===== src/rtl/rex_pkg.sv =====
package rex_pkg;
  typedef enum logic [2:0] {
    OP_ADD = 3'd0,
    OP_ADC = 3'd1,
    OP_SUB = 3'd2,
    OP_AND = 3'd3,
    OP_OR  = 3'd4,
    OP_XOR = 3'd5,
    OP_LSL = 3'd6,
    OP_LSR = 3'd7
  } rex_op_e;

  typedef struct packed {
    logic n;
    logic z;
    logic v;
    logic c;
  } rex_flags_t;
endpackage


===== src/rtl/rex_regfile.sv =====
module rex_regfile #(
  parameter int DATA_W   = 16,
  parameter int NUM_REGS = 8,
  localparam int IDX_W   = $clog2(NUM_REGS)
) (
  input  logic                       clk_i,
  input  logic                       rst_ni,
  input  logic [IDX_W-1:0]           ra_idx_i,
  input  logic [IDX_W-1:0]           rb_idx_i,
  output logic [DATA_W-1:0]          ra_data_o,
  output logic [DATA_W-1:0]          rb_data_o,
  input  logic                       wr_en_i,
  input  logic [IDX_W-1:0]           wr_idx_i,
  input  logic [DATA_W-1:0]          wr_data_i,
  output logic [NUM_REGS*DATA_W-1:0] regs_o
);
  for (genvar g = 0; g < NUM_REGS; g++) begin : g_row
    if (g == 0) begin : g_zero
      assign regs_o[DATA_W-1:0] = '0;
    end else begin : g_reg
      logic [DATA_W-1:0] q;
      always_ff @(posedge clk_i or negedge rst_ni) begin
        if (!rst_ni)                                       q <= '0;
        else if (wr_en_i && wr_idx_i == IDX_W'(g))         q <= wr_data_i;
      end
      assign regs_o[g*DATA_W +: DATA_W] = q;
    end
  end

  assign ra_data_o = regs_o[ra_idx_i*DATA_W +: DATA_W];
  assign rb_data_o = regs_o[rb_idx_i*DATA_W +: DATA_W];
endmodule


===== src/rtl/rex_alu.sv =====
module rex_alu import rex_pkg::*; #(
  parameter int DATA_W = 16
) (
  input  rex_op_e           op_i,
  input  logic [DATA_W-1:0] a_i,
  input  logic [DATA_W-1:0] b_i,
  input  logic              c_i,
  output logic [DATA_W-1:0] res_o,
  output logic              c_o,
  output logic              v_o
);
  localparam int MSB = DATA_W - 1;

  logic [DATA_W:0] sum;
  logic [DATA_W:0] dif;

  always_comb begin
    sum = {1'b0, a_i} + {1'b0, b_i} + {{DATA_W{1'b0}}, (op_i == OP_ADC) & c_i};
    dif = {1'b0, a_i} - {1'b0, b_i};
    res_o = a_i;
    c_o   = c_i;
    v_o   = 1'b0;
    unique case (op_i)
      OP_ADD, OP_ADC: begin
        res_o = sum[MSB:0];
        c_o   = sum[DATA_W];
        v_o   = (a_i[MSB] == b_i[MSB]) && (sum[MSB] != a_i[MSB]);
      end
      OP_SUB: begin
        res_o = dif[MSB:0];
        c_o   = dif[DATA_W];  // borrow
        v_o   = (a_i[MSB] != b_i[MSB]) && (dif[MSB] != a_i[MSB]);
      end
      OP_AND: res_o = a_i & b_i;
      OP_OR:  res_o = a_i | b_i;
      OP_XOR: res_o = a_i ^ b_i;
      default: res_o = a_i;
    endcase
  end
endmodule


===== src/rtl/rex_shifter.sv =====
module rex_shifter #(
  parameter int DATA_W = 16,
  localparam int SH_W  = $clog2(DATA_W + 1)
) (
  input  logic              left_i,
  input  logic [DATA_W-1:0] a_i,
  input  logic [DATA_W-1:0] cnt_i,
  input  logic              c_i,
  output logic [DATA_W-1:0] res_o,
  output logic              c_o
);
  localparam logic [DATA_W-1:0] LIMIT = DATA_W'(DATA_W);

  logic            over;
  logic [SH_W-1:0] amt;
  logic [DATA_W:0] ext_l;
  logic [DATA_W:0] ext_r;

  always_comb begin
    over  = cnt_i > LIMIT;
    amt   = cnt_i[SH_W-1:0];
    // one guard bit catches the last bit shifted out
    ext_l = {1'b0, a_i} << amt;
    ext_r = {a_i, 1'b0} >> amt;
    if (cnt_i == '0) begin
      res_o = a_i;
      c_o   = c_i;
    end else if (over) begin
      res_o = '0;
      c_o   = 1'b0;
    end else if (left_i) begin
      res_o = ext_l[DATA_W-1:0];
      c_o   = ext_l[DATA_W];
    end else begin
      res_o = ext_r[DATA_W:1];
      c_o   = ext_r[0];
    end
  end
endmodule


===== src/rtl/rex_exec.sv =====
module rex_exec import rex_pkg::*; #(
  parameter int DATA_W   = 16,
  parameter int NUM_REGS = 8,
  localparam int IDX_W   = $clog2(NUM_REGS)
) (
  input  logic                       clk_i,
  input  logic                       rst_ni,
  input  logic [2:0]                 op_i,
  input  logic [IDX_W-1:0]           rd_i,
  input  logic [IDX_W-1:0]           rs1_i,
  input  logic [IDX_W-1:0]           rs2_i,
  input  logic                       we_i,
  input  logic                       ext_we_i,
  input  logic [DATA_W-1:0]          ext_data_i,
  output logic [NUM_REGS*DATA_W-1:0] regs_o,
  output logic                       n_o,
  output logic                       z_o,
  output logic                       v_o,
  output logic                       c_o
);
  rex_op_e           op;
  logic              is_shift;
  logic              is_arith;
  logic [IDX_W-1:0]  ra_idx;
  logic [DATA_W-1:0] opa, opb;
  logic [DATA_W-1:0] alu_res, sh_res, res;
  logic              alu_c, alu_v, sh_c;
  logic              wr_en;
  logic [DATA_W-1:0] wr_data;
  rex_flags_t        flg_q, flg_d;

  assign op       = rex_op_e'(op_i);
  assign is_shift = (op == OP_LSL) || (op == OP_LSR);
  assign is_arith = (op == OP_ADD) || (op == OP_ADC) || (op == OP_SUB);
  // two-operand form: first operand is the destination itself
  assign ra_idx   = is_shift ? rd_i : rs1_i;

  assign wr_en   = we_i | ext_we_i;
  assign wr_data = we_i ? res : ext_data_i;

  rex_regfile #(.DATA_W(DATA_W), .NUM_REGS(NUM_REGS)) u_rf (
    .clk_i     (clk_i),
    .rst_ni    (rst_ni),
    .ra_idx_i  (ra_idx),
    .rb_idx_i  (rs2_i),
    .ra_data_o (opa),
    .rb_data_o (opb),
    .wr_en_i   (wr_en),
    .wr_idx_i  (rd_i),
    .wr_data_i (wr_data),
    .regs_o    (regs_o)
  );

  rex_alu #(.DATA_W(DATA_W)) u_alu (
    .op_i  (op),
    .a_i   (opa),
    .b_i   (opb),
    .c_i   (flg_q.c),
    .res_o (alu_res),
    .c_o   (alu_c),
    .v_o   (alu_v)
  );

  rex_shifter #(.DATA_W(DATA_W)) u_sh (
    .left_i (op == OP_LSL),
    .a_i    (opa),
    .cnt_i  (opb),
    .c_i    (flg_q.c),
    .res_o  (sh_res),
    .c_o    (sh_c)
  );

  always_comb begin
    res     = is_shift ? sh_res : alu_res;
    flg_d.n = res[DATA_W-1];
    flg_d.z = (res == '0);
    flg_d.v = is_arith & alu_v;
    flg_d.c = is_shift ? sh_c : alu_c;
  end

  always_ff @(posedge clk_i or negedge rst_ni) begin
    if (!rst_ni)   flg_q <= '0;
    else if (we_i) flg_q <= flg_d;
  end

  assign n_o = flg_q.n;
  assign z_o = flg_q.z;
  assign v_o = flg_q.v;
  assign c_o = flg_q.c;
endmodule


===== config.mk =====
export PLATFORM = sky130hd
export DESIGN_NAME = rex_exec
export DESIGN_NICKNAME = d
export VERILOG_FILES = /design/src/rtl/rex_pkg.sv /design/src/rtl/rex_regfile.sv /design/src/rtl/rex_alu.sv /design/src/rtl/rex_shifter.sv /design/src/rtl/rex_exec.sv
export SDC_FILE = /design/constraint.sdc
export NUM_CORES = 1
export LEC_CHECK = 0
export BUFFER_PORTS_ARGS = -buffer_cell sky130_fd_sc_hd__buf_2
export CAP_MARGIN = 20
export CELL_PAD_IN_SITES_DETAIL_PLACEMENT = 0
export CELL_PAD_IN_SITES_GLOBAL_PLACEMENT = 2
export CORE_MARGIN = 3
export CORE_UTILIZATION = 40
export DETAILED_ROUTE_END_ITERATION = 16
export MAX_ROUTING_LAYER = met4
export PLACE_DENSITY_LB_ADDON = 0.1
export SLEW_MARGIN = 20
export SYNTH_ARGS = -nofsm -noshare
export SYNTH_HDL_FRONTEND = slang
export SYNTH_HIERARCHICAL = 1
export SYNTH_SLANG_ARGS = --single-unit

===== constraint.sdc =====
create_clock -name clk_i -period 9.79 [get_ports clk_i]
set_clock_uncertainty 0.1 [all_clocks]
set_input_delay 2.937 -clock clk_i [delete_from_list [all_inputs] [get_ports clk_i]]
set_output_delay 2.937 -clock clk_i [all_outputs]
set_load 0.005 [all_outputs]

Word-level counts from Yosys, hierarchy flattened

Cells that the tools add are included.

Register bits after elaboration: 116
Bits in latches: 0
Memory bits (writable): 0
ROM bits: 0
Output and inout bits: 132
Word-level logic and storage cells: 75
Memories: 0

Add/sub/neg operators: 3
Multipliers: 0
Div/mod/pow operators: 0
Magnitude comparators: 1
Equality and inequality tests: 19
Shift operators: 4
Mux-type cells: 13
Bitwise operators: 6
Reduce and logical (&&, ||, !) cells: 18

Operators with widths:

| cell                                                                  | count |
|---|---|
| 128-bit by 8-bit variable part select with 16-bit output              | 2 |
| 16-bit two-way mux                                                    | 5 |
| 16-bit one-hot mux with 5 select lines                                | 1 |
| 16-bit zero test                                                      | 2 |
| 3-bit equality test, second input constant                            | 8 |
| 16-bit by 16-bit adder with 17-bit output                             | 1 |
| 17-bit by 1-bit adder with 17-bit output                              | 1 |
| 16-bit by 5-bit << shifter with 17-bit output                         | 1 |
| 17-bit by 5-bit right shift with 17-bit output                        | 1 |
| 16-bit by 16-bit subtractor with 17-bit output                        | 1 |
| 16-bit AND                                                            | 1 |
| 16-bit by 5-bit > comparator with 1-bit output, second input constant | 1 |
| 16-bit bitwise OR                                                     | 1 |
| 16-bit XOR                                                            | 1 |
| 3-bit by 2-bit equality test with 1-bit output, second input constant | 4 |
| 1-bit logical AND                                                     | 9 |
| 3-bit by 1-bit equality test with 1-bit output, second input constant | 2 |
| 1-bit two-way mux                                                     | 4 |
| 1-bit one-hot mux with 2 select lines                                 | 2 |
| 3-bit zero test                                                       | 1 |
| 1-bit logical OR                                                      | 3 |
| 3-bit two-way mux                                                     | 1 |
| 1-bit != test                                                         | 3 |
| 3-bit AND reduction                                                   | 1 |
| other kinds (6)                                                       | 7 |

Logic depth before layout (Yosys ltp)

Depth in word-level cells: 10
Depth in mapped cells: 22

Hierarchy

Netlist, hierarchy kept.

Modules (own cells, without submodules):

| module      | instances | cells an instance | area each (um2) | sequential area each (um2) |
|---|---|---|---|---|
| rex_regfile | 1         | 477               | 6373.6          | 2802.7 |
| rex_alu     | 1         | 414               | 2738.9          | 0.0 |
| rex_shifter | 1         | 231               | 1925.6          | 0.0 |
| rex_exec    | 1         | 86                | 625.6           | 100.1 |

Worst setup path before layout

No wires, ideal clock.

Path kind: input to register
Start: input port op_i[1]
End: register u_rf.g_row[1].g_reg.q[14]
Data arrival time: 7.758 ns
Required time: 9.624 ns
Setup slack: 1.866 ns
Cell stages on the path: 20
Path through: nand2_2 -> buf_2 -> mux2_1 -> buf_4 -> buf_4 -> mux2i_1 -> a311oi_1 -> inv_1 -> fa_1 -> fa_1 -> nand2b_1 -> a21oi_1 -> o2111ai_1 -> a32oi_1 -> a31oi_1 -> mux2i_1 -> o21ai_0 -> mux2i_1 -> a21oi_1 -> mux2_2

Elaborated cells on any way between the ends: 27
Those cells by class: add/sub (3); eq/ne (7); shift (3); mux (7); bitwise (4); reduce/logical (3)

RTL lines:

| what                                                         | RTL line          | source |
|---|---|---|
| start: declaration                                           | rex_exec.sv:8     | `input logic [2:0] op_i,` |
| 3-bit equality test                                          | rex_exec.sv:33    | `assign is_shift = (op == OP_LSL) \|\| (op == OP_LSR);` |
| 1-bit logical OR (*)                                         | rex_exec.sv:33    |  |
| 3-bit two-way mux (*)                                        | rex_exec.sv:36    | `assign ra_idx = is_shift ? rd_i : rs1_i;` |
| via ra_idx[1]                                                | rex_exec.sv:24    | `logic [IDX_W-1:0] ra_idx;` |
| 128-bit by 8-bit variable part select with 16-bit output (*) | rex_regfile.sv:30 | `assign ra_data_o = regs_o[ra_idx_i*DATA_W +: DATA_W];` |
| via opa[0]                                                   | rex_exec.sv:25    | `logic [DATA_W-1:0] opa, opb;` |
| 16-bit by 16-bit adder with 17-bit output                    | rex_alu.sv:18     | `sum = {1'b0, a_i} + {1'b0, b_i} + {{DATA_W{1'b0}}, (op_i == OP_ADC) & c_i};` |
| 17-bit by 1-bit adder with 17-bit output                     | rex_alu.sv:18     |  |
| 16-bit one-hot mux with 5 select lines (*)                   | rex_alu.sv:23     | `unique case (op_i)` |
| via alu_res[14]                                              | rex_exec.sv:26    | `logic [DATA_W-1:0] alu_res, sh_res, res;` |
| 16-bit two-way mux (*)                                       | rex_exec.sv:74    | `res = is_shift ? sh_res : alu_res;` |
| 16-bit two-way mux (*)                                       | rex_exec.sv:39    | `assign wr_data = we_i ? res : ext_data_i;` |
| via wr_data[14]                                              | rex_exec.sv:29    | `logic [DATA_W-1:0] wr_data;` |
| end signal: assignment                                       | rex_regfile.sv:24 | `else if (wr_en_i && wr_idx_i == IDX_W'(g)) q <= wr_data_i;` |
| end: declaration                                             | rex_regfile.sv:21 | `logic [DATA_W-1:0] q;` |

The timed path passes the listed nets; every way through them passes the cells marked *.
A chain may end at the register's enable or synchronous reset.

Worst setup path after layout

Start: input port op_i[1]
End: register u_rf.g_row[3].g_reg.q[14]

Elaborated cells on any way between the ends: 27
Those cells by class: add/sub (3); eq/ne (7); shift (3); mux (7); bitwise (4); reduce/logical (3)

RTL lines:

| what                                                         | RTL line |
|---|---|
| 3-bit equality test                                          | rex_exec.sv:33 |
| 1-bit logical OR (*)                                         | rex_exec.sv:33 |
| 3-bit two-way mux (*)                                        | rex_exec.sv:36 |
| via ra_idx[1]                                                | rex_exec.sv:24 |
| 128-bit by 8-bit variable part select with 16-bit output (*) | rex_regfile.sv:30 |
| via opa[0]                                                   | rex_exec.sv:25 |
| 16-bit by 16-bit adder with 17-bit output                    | rex_alu.sv:18 |
| 17-bit by 1-bit adder with 17-bit output                     | rex_alu.sv:18 |
| 16-bit one-hot mux with 5 select lines (*)                   | rex_alu.sv:23 |
| via alu_res[14]                                              | rex_exec.sv:26 |
| 16-bit two-way mux (*)                                       | rex_exec.sv:74 |
| 16-bit two-way mux (*)                                       | rex_exec.sv:39 |
| via wr_data[14]                                              | rex_exec.sv:29 |
| end signal: assignment                                       | rex_regfile.sv:24 |
| end: declaration                                             | rex_regfile.sv:21 |

Marked as above.

==> flow_summary.json <==
{
  "syn_area_um2": 11700,
  "grt_pass1_wl_um": 66000,
  "r2r-end": "u_rf/g_row[3].g_reg.q[14]$_DFFE_PN0P_",
  "io_buffers": 147,
  "status": "completed",
  "die_w_um": 177,
  "holdWs_ps": 390,
  "clock_path_buffers": 2,
  "layout_worst_path_cycle_share_pct": 86.6,
  "post_cts_resize_count": 0,
  "reg2regPathDepth": 16,
  "slew_headroom_pct": 23.4,
  "crit_required_ps": 10040,
  "wl_per_cell_um": 25.6,
  "cp-end-kind": "register",
  "placed_cell_area_um2": 12600,
  "synth_edf_count": 0,
  "start_kind": "input pin",
  "max_freq_mhz": 118,
  "hold_depth": 1,
  "p_leak_uw": 0.00584,
  "insertion_delay_ps": 420,
  "cts_made_buffers": 17,
  "irDropWorstVdd_mv": 0.136,
  "cap_violations": 0,
  "setup_tns_ps": 0,
  "reg2reg_from": "u_rf/g_row[3].g_reg.q[0]$_DFFE_PN0P_",
  "syn-instance-count": 1208,
  "cts_tree": "built",
  "gp_congestion": 0.870,
  "area_growth_pct": 13.9,
  "cts_hold_buffers": 0,
  "yosys_warnings": 6,
  "rsz0062_at_grt": "no",
  "fp-row-count": 61,
  "grt_antenna_before_repair": 0,
  "crit_fanout": 22,
  "pin_count": 164,
  "yosysSeqAreaShare_pct": 24.9,
  "utilization_pct": 47.0,
  "synth_area_per_cell_um2": 9.66,
  "finalHoldViolCount": 0,
  "ant_nets": 0,
  "slew_viol_final": 0,
  "synthDistinctLibCells": 87,
  "p_per_area_nw_per_um2": 262,
  "grt.overflow.total": 0,
  "clockRootBuffer": "clkbuf_16",
  "clkTransAtPathRegs_ps": 60,
  "setup-violations-final": 0,
  "cts.sinks": 116,
  "vias_per_cell": 6.20,
  "drcViolationCount": 0,
  "n_antenna_cell": 0,
  "final_area_um2": 13300,
  "grtUsageTotal_pct": 28.2,
  "total_power_uw": 3480,
  "worst_pin_slew_ps": 1150,
  "hold_path_end": "n_o$_DFFE_PN0P_",
  "crit_arrival_ps": 8730,
  "ys_dominant_reg_cell": "dfrtp_1",
  "cts_setup_buffers": 0,
  "die_h_um": 177,
  "holdCritPathClass": "register to register",
  "num_vias": 10500,
  "worstHoldStart": "n_o$_DFFE_PN0P_",
  "htree_num_levels": 4,
  "period_needed_ps": 8480,
  "ys_ff_latch": 116,
  "drtIter0Drc": 905,
  "start_util_pct": 41.3,
  "dpl.hpwl_um": 30600,
  "reg2reg_slack_ps": 4820,
  "grt_max_degree": 80,
  "final_nets": 1389,
  "drive_gt1_share_pct": 33.6,
  "wl_um": 43400,
  "synth_async_sr_flop_share_pct": 100,
  "grt_pass1_vias": 10400,
  "setup.worst_path.class": "input pin to register",
  "drt_pass1_iterations": 5,
  "core_area_um2": 28200,
  "die_area_um2": 31200
}
-- layer usage --
metal,wire [um],global-route usage (%),part of all wire (%),up-vias
met5,0,-,0,-
met4,858,7.27,2.0,0
met3,2600,4.53,6.0,55
met2,19800,42.6,46,416
met1,20200,39.7,46,5302
li1,-,-,-,4748
-- registers in the layout, indices dropped and copies added (netlist names) --
name / flops
n_o: 1
u_rf/g_row.g_reg.q: 112
v_o: 1
c_o: 1
z_o: 1
-- cell type report --
type | instances | area [um2]
clock buffer | 17 | 425
clock inverter | 15 | 218
tap | 378 | 473
multi-input combinational | 921 | 7960
sequential | 116 | 2900
inverter | 56 | 210
fill | 2793 | 15000
timing repair buffer | 194 | 1090
-- worst max-delay path by stage --
stage               slack [ps]  depth (start not counted)                                    end  startpoint
floorplan                 1870                         20  u_rf/g_row[1].g_reg.q[14]$_DFFE_PN0P_     op_i[1]
global placement          1010                         21  u_rf/g_row[1].g_reg.q[14]$_DFFE_PN0P_     op_i[1]
detailed placement         950                         21  u_rf/g_row[3].g_reg.q[14]$_DFFE_PN0P_     op_i[1]
CTS                       1360                         21  u_rf/g_row[5].g_reg.q[14]$_DFFE_PN0P_     op_i[1]
global route               830                         21  u_rf/g_row[6].g_reg.q[14]$_DFFE_PN0P_     op_i[2]
finish                    1310                         21  u_rf/g_row[3].g_reg.q[14]$_DFFE_PN0P_     op_i[1]
-- metrics by stage --
step	std cells	setup slack, ps
after detailed placement	1665	945
after global placement	1665	1010
after global routing	1697	835
after CTS	1697	1360
after floorplan	1223	1870
final	1697	1310
-- synth_stat cells, drive strengths merged (7+ instances only) --
master | instances | area, um2
nor2b | 29 | 181
mux4 | 25 | 574
a211o | 7 | 61.3
nor2 | 75 | 282
nand2 | 48 | 185
clkbuf | 50 | 194
a311oi | 17 | 166
nor4 | 10 | 68.8
inv | 55 | 206
and3 | 8 | 55.1
a31oi | 8 | 50.1
a211oi | 25 | 188
a32o | 7 | 70.1
o211ai | 7 | 52.6
o221ai | 8 | 70.1
mux2i | 93 | 931
mux2 | 161 | 1890
buf | 80 | 584
o22ai | 7 | 43.8
nor3 | 19 | 106
ha | 48 | 601
a21o | 8 | 60.1
a21oi | 72 | 364
nand3 | 18 | 90.1
dfrtp | 116 | 2900
o21ai | 40 | 208
a221oi | 54 | 473
a32oi | 7 | 61.3
nand2b | 11 | 68.8
xnor2 | 12 | 105
-- critical path: stages --
cell	delay, ps
buf_2	110
nand2_2	70
buf_4	330
mux2_2	580
nor2b_1	170
buf_4	290
a221oi_1	140
a311oi_1	420
inv_1	180
fa_1	480
fa_1	420
nand2b_1	180
a21oi_1	320
o2111ai_1	200
a32oi_1	370
a31oi_1	170
mux2i_1	160
o21ai_0	300
mux2i_1	160
a21oi_1	470
mux2_2	260
-- power breakdown --
part	switching (uW)	internal [uW]
registers	214	643
logic	1070	868
clock network	256	434
-- cell families after synthesis --
logic type | after synthesis | share of synthesized area, %
AOI/OAI and AO/OA | 309 | 19.2
xor gates and xnor gates | 16 | 1.20
adders and majority gates | 51 | 5.66
buffers and inverters | 186 | 8.47
DFF | 116 | 24.9
muxes | 279 | 29.1
other | 1 | 0.0322
and+or+nand+nor | 250 | 11.5
-- cell usage in the layout (no fill, tap or decap), drive strengths merged, types with 17 or more instances in the layout --
master and n:
ha 48, clkbuf 17, nor2 75, a221oi 54, mux2 161, o21ai 40
nand2 48, dfrtp 116, a21oi 72, a211oi 25, mux2i 93, nor3 19
nand3 18, inv 62, buf 194, nor2b 29, a311oi 17, mux4 25
(Power assumes the default switching activity.)
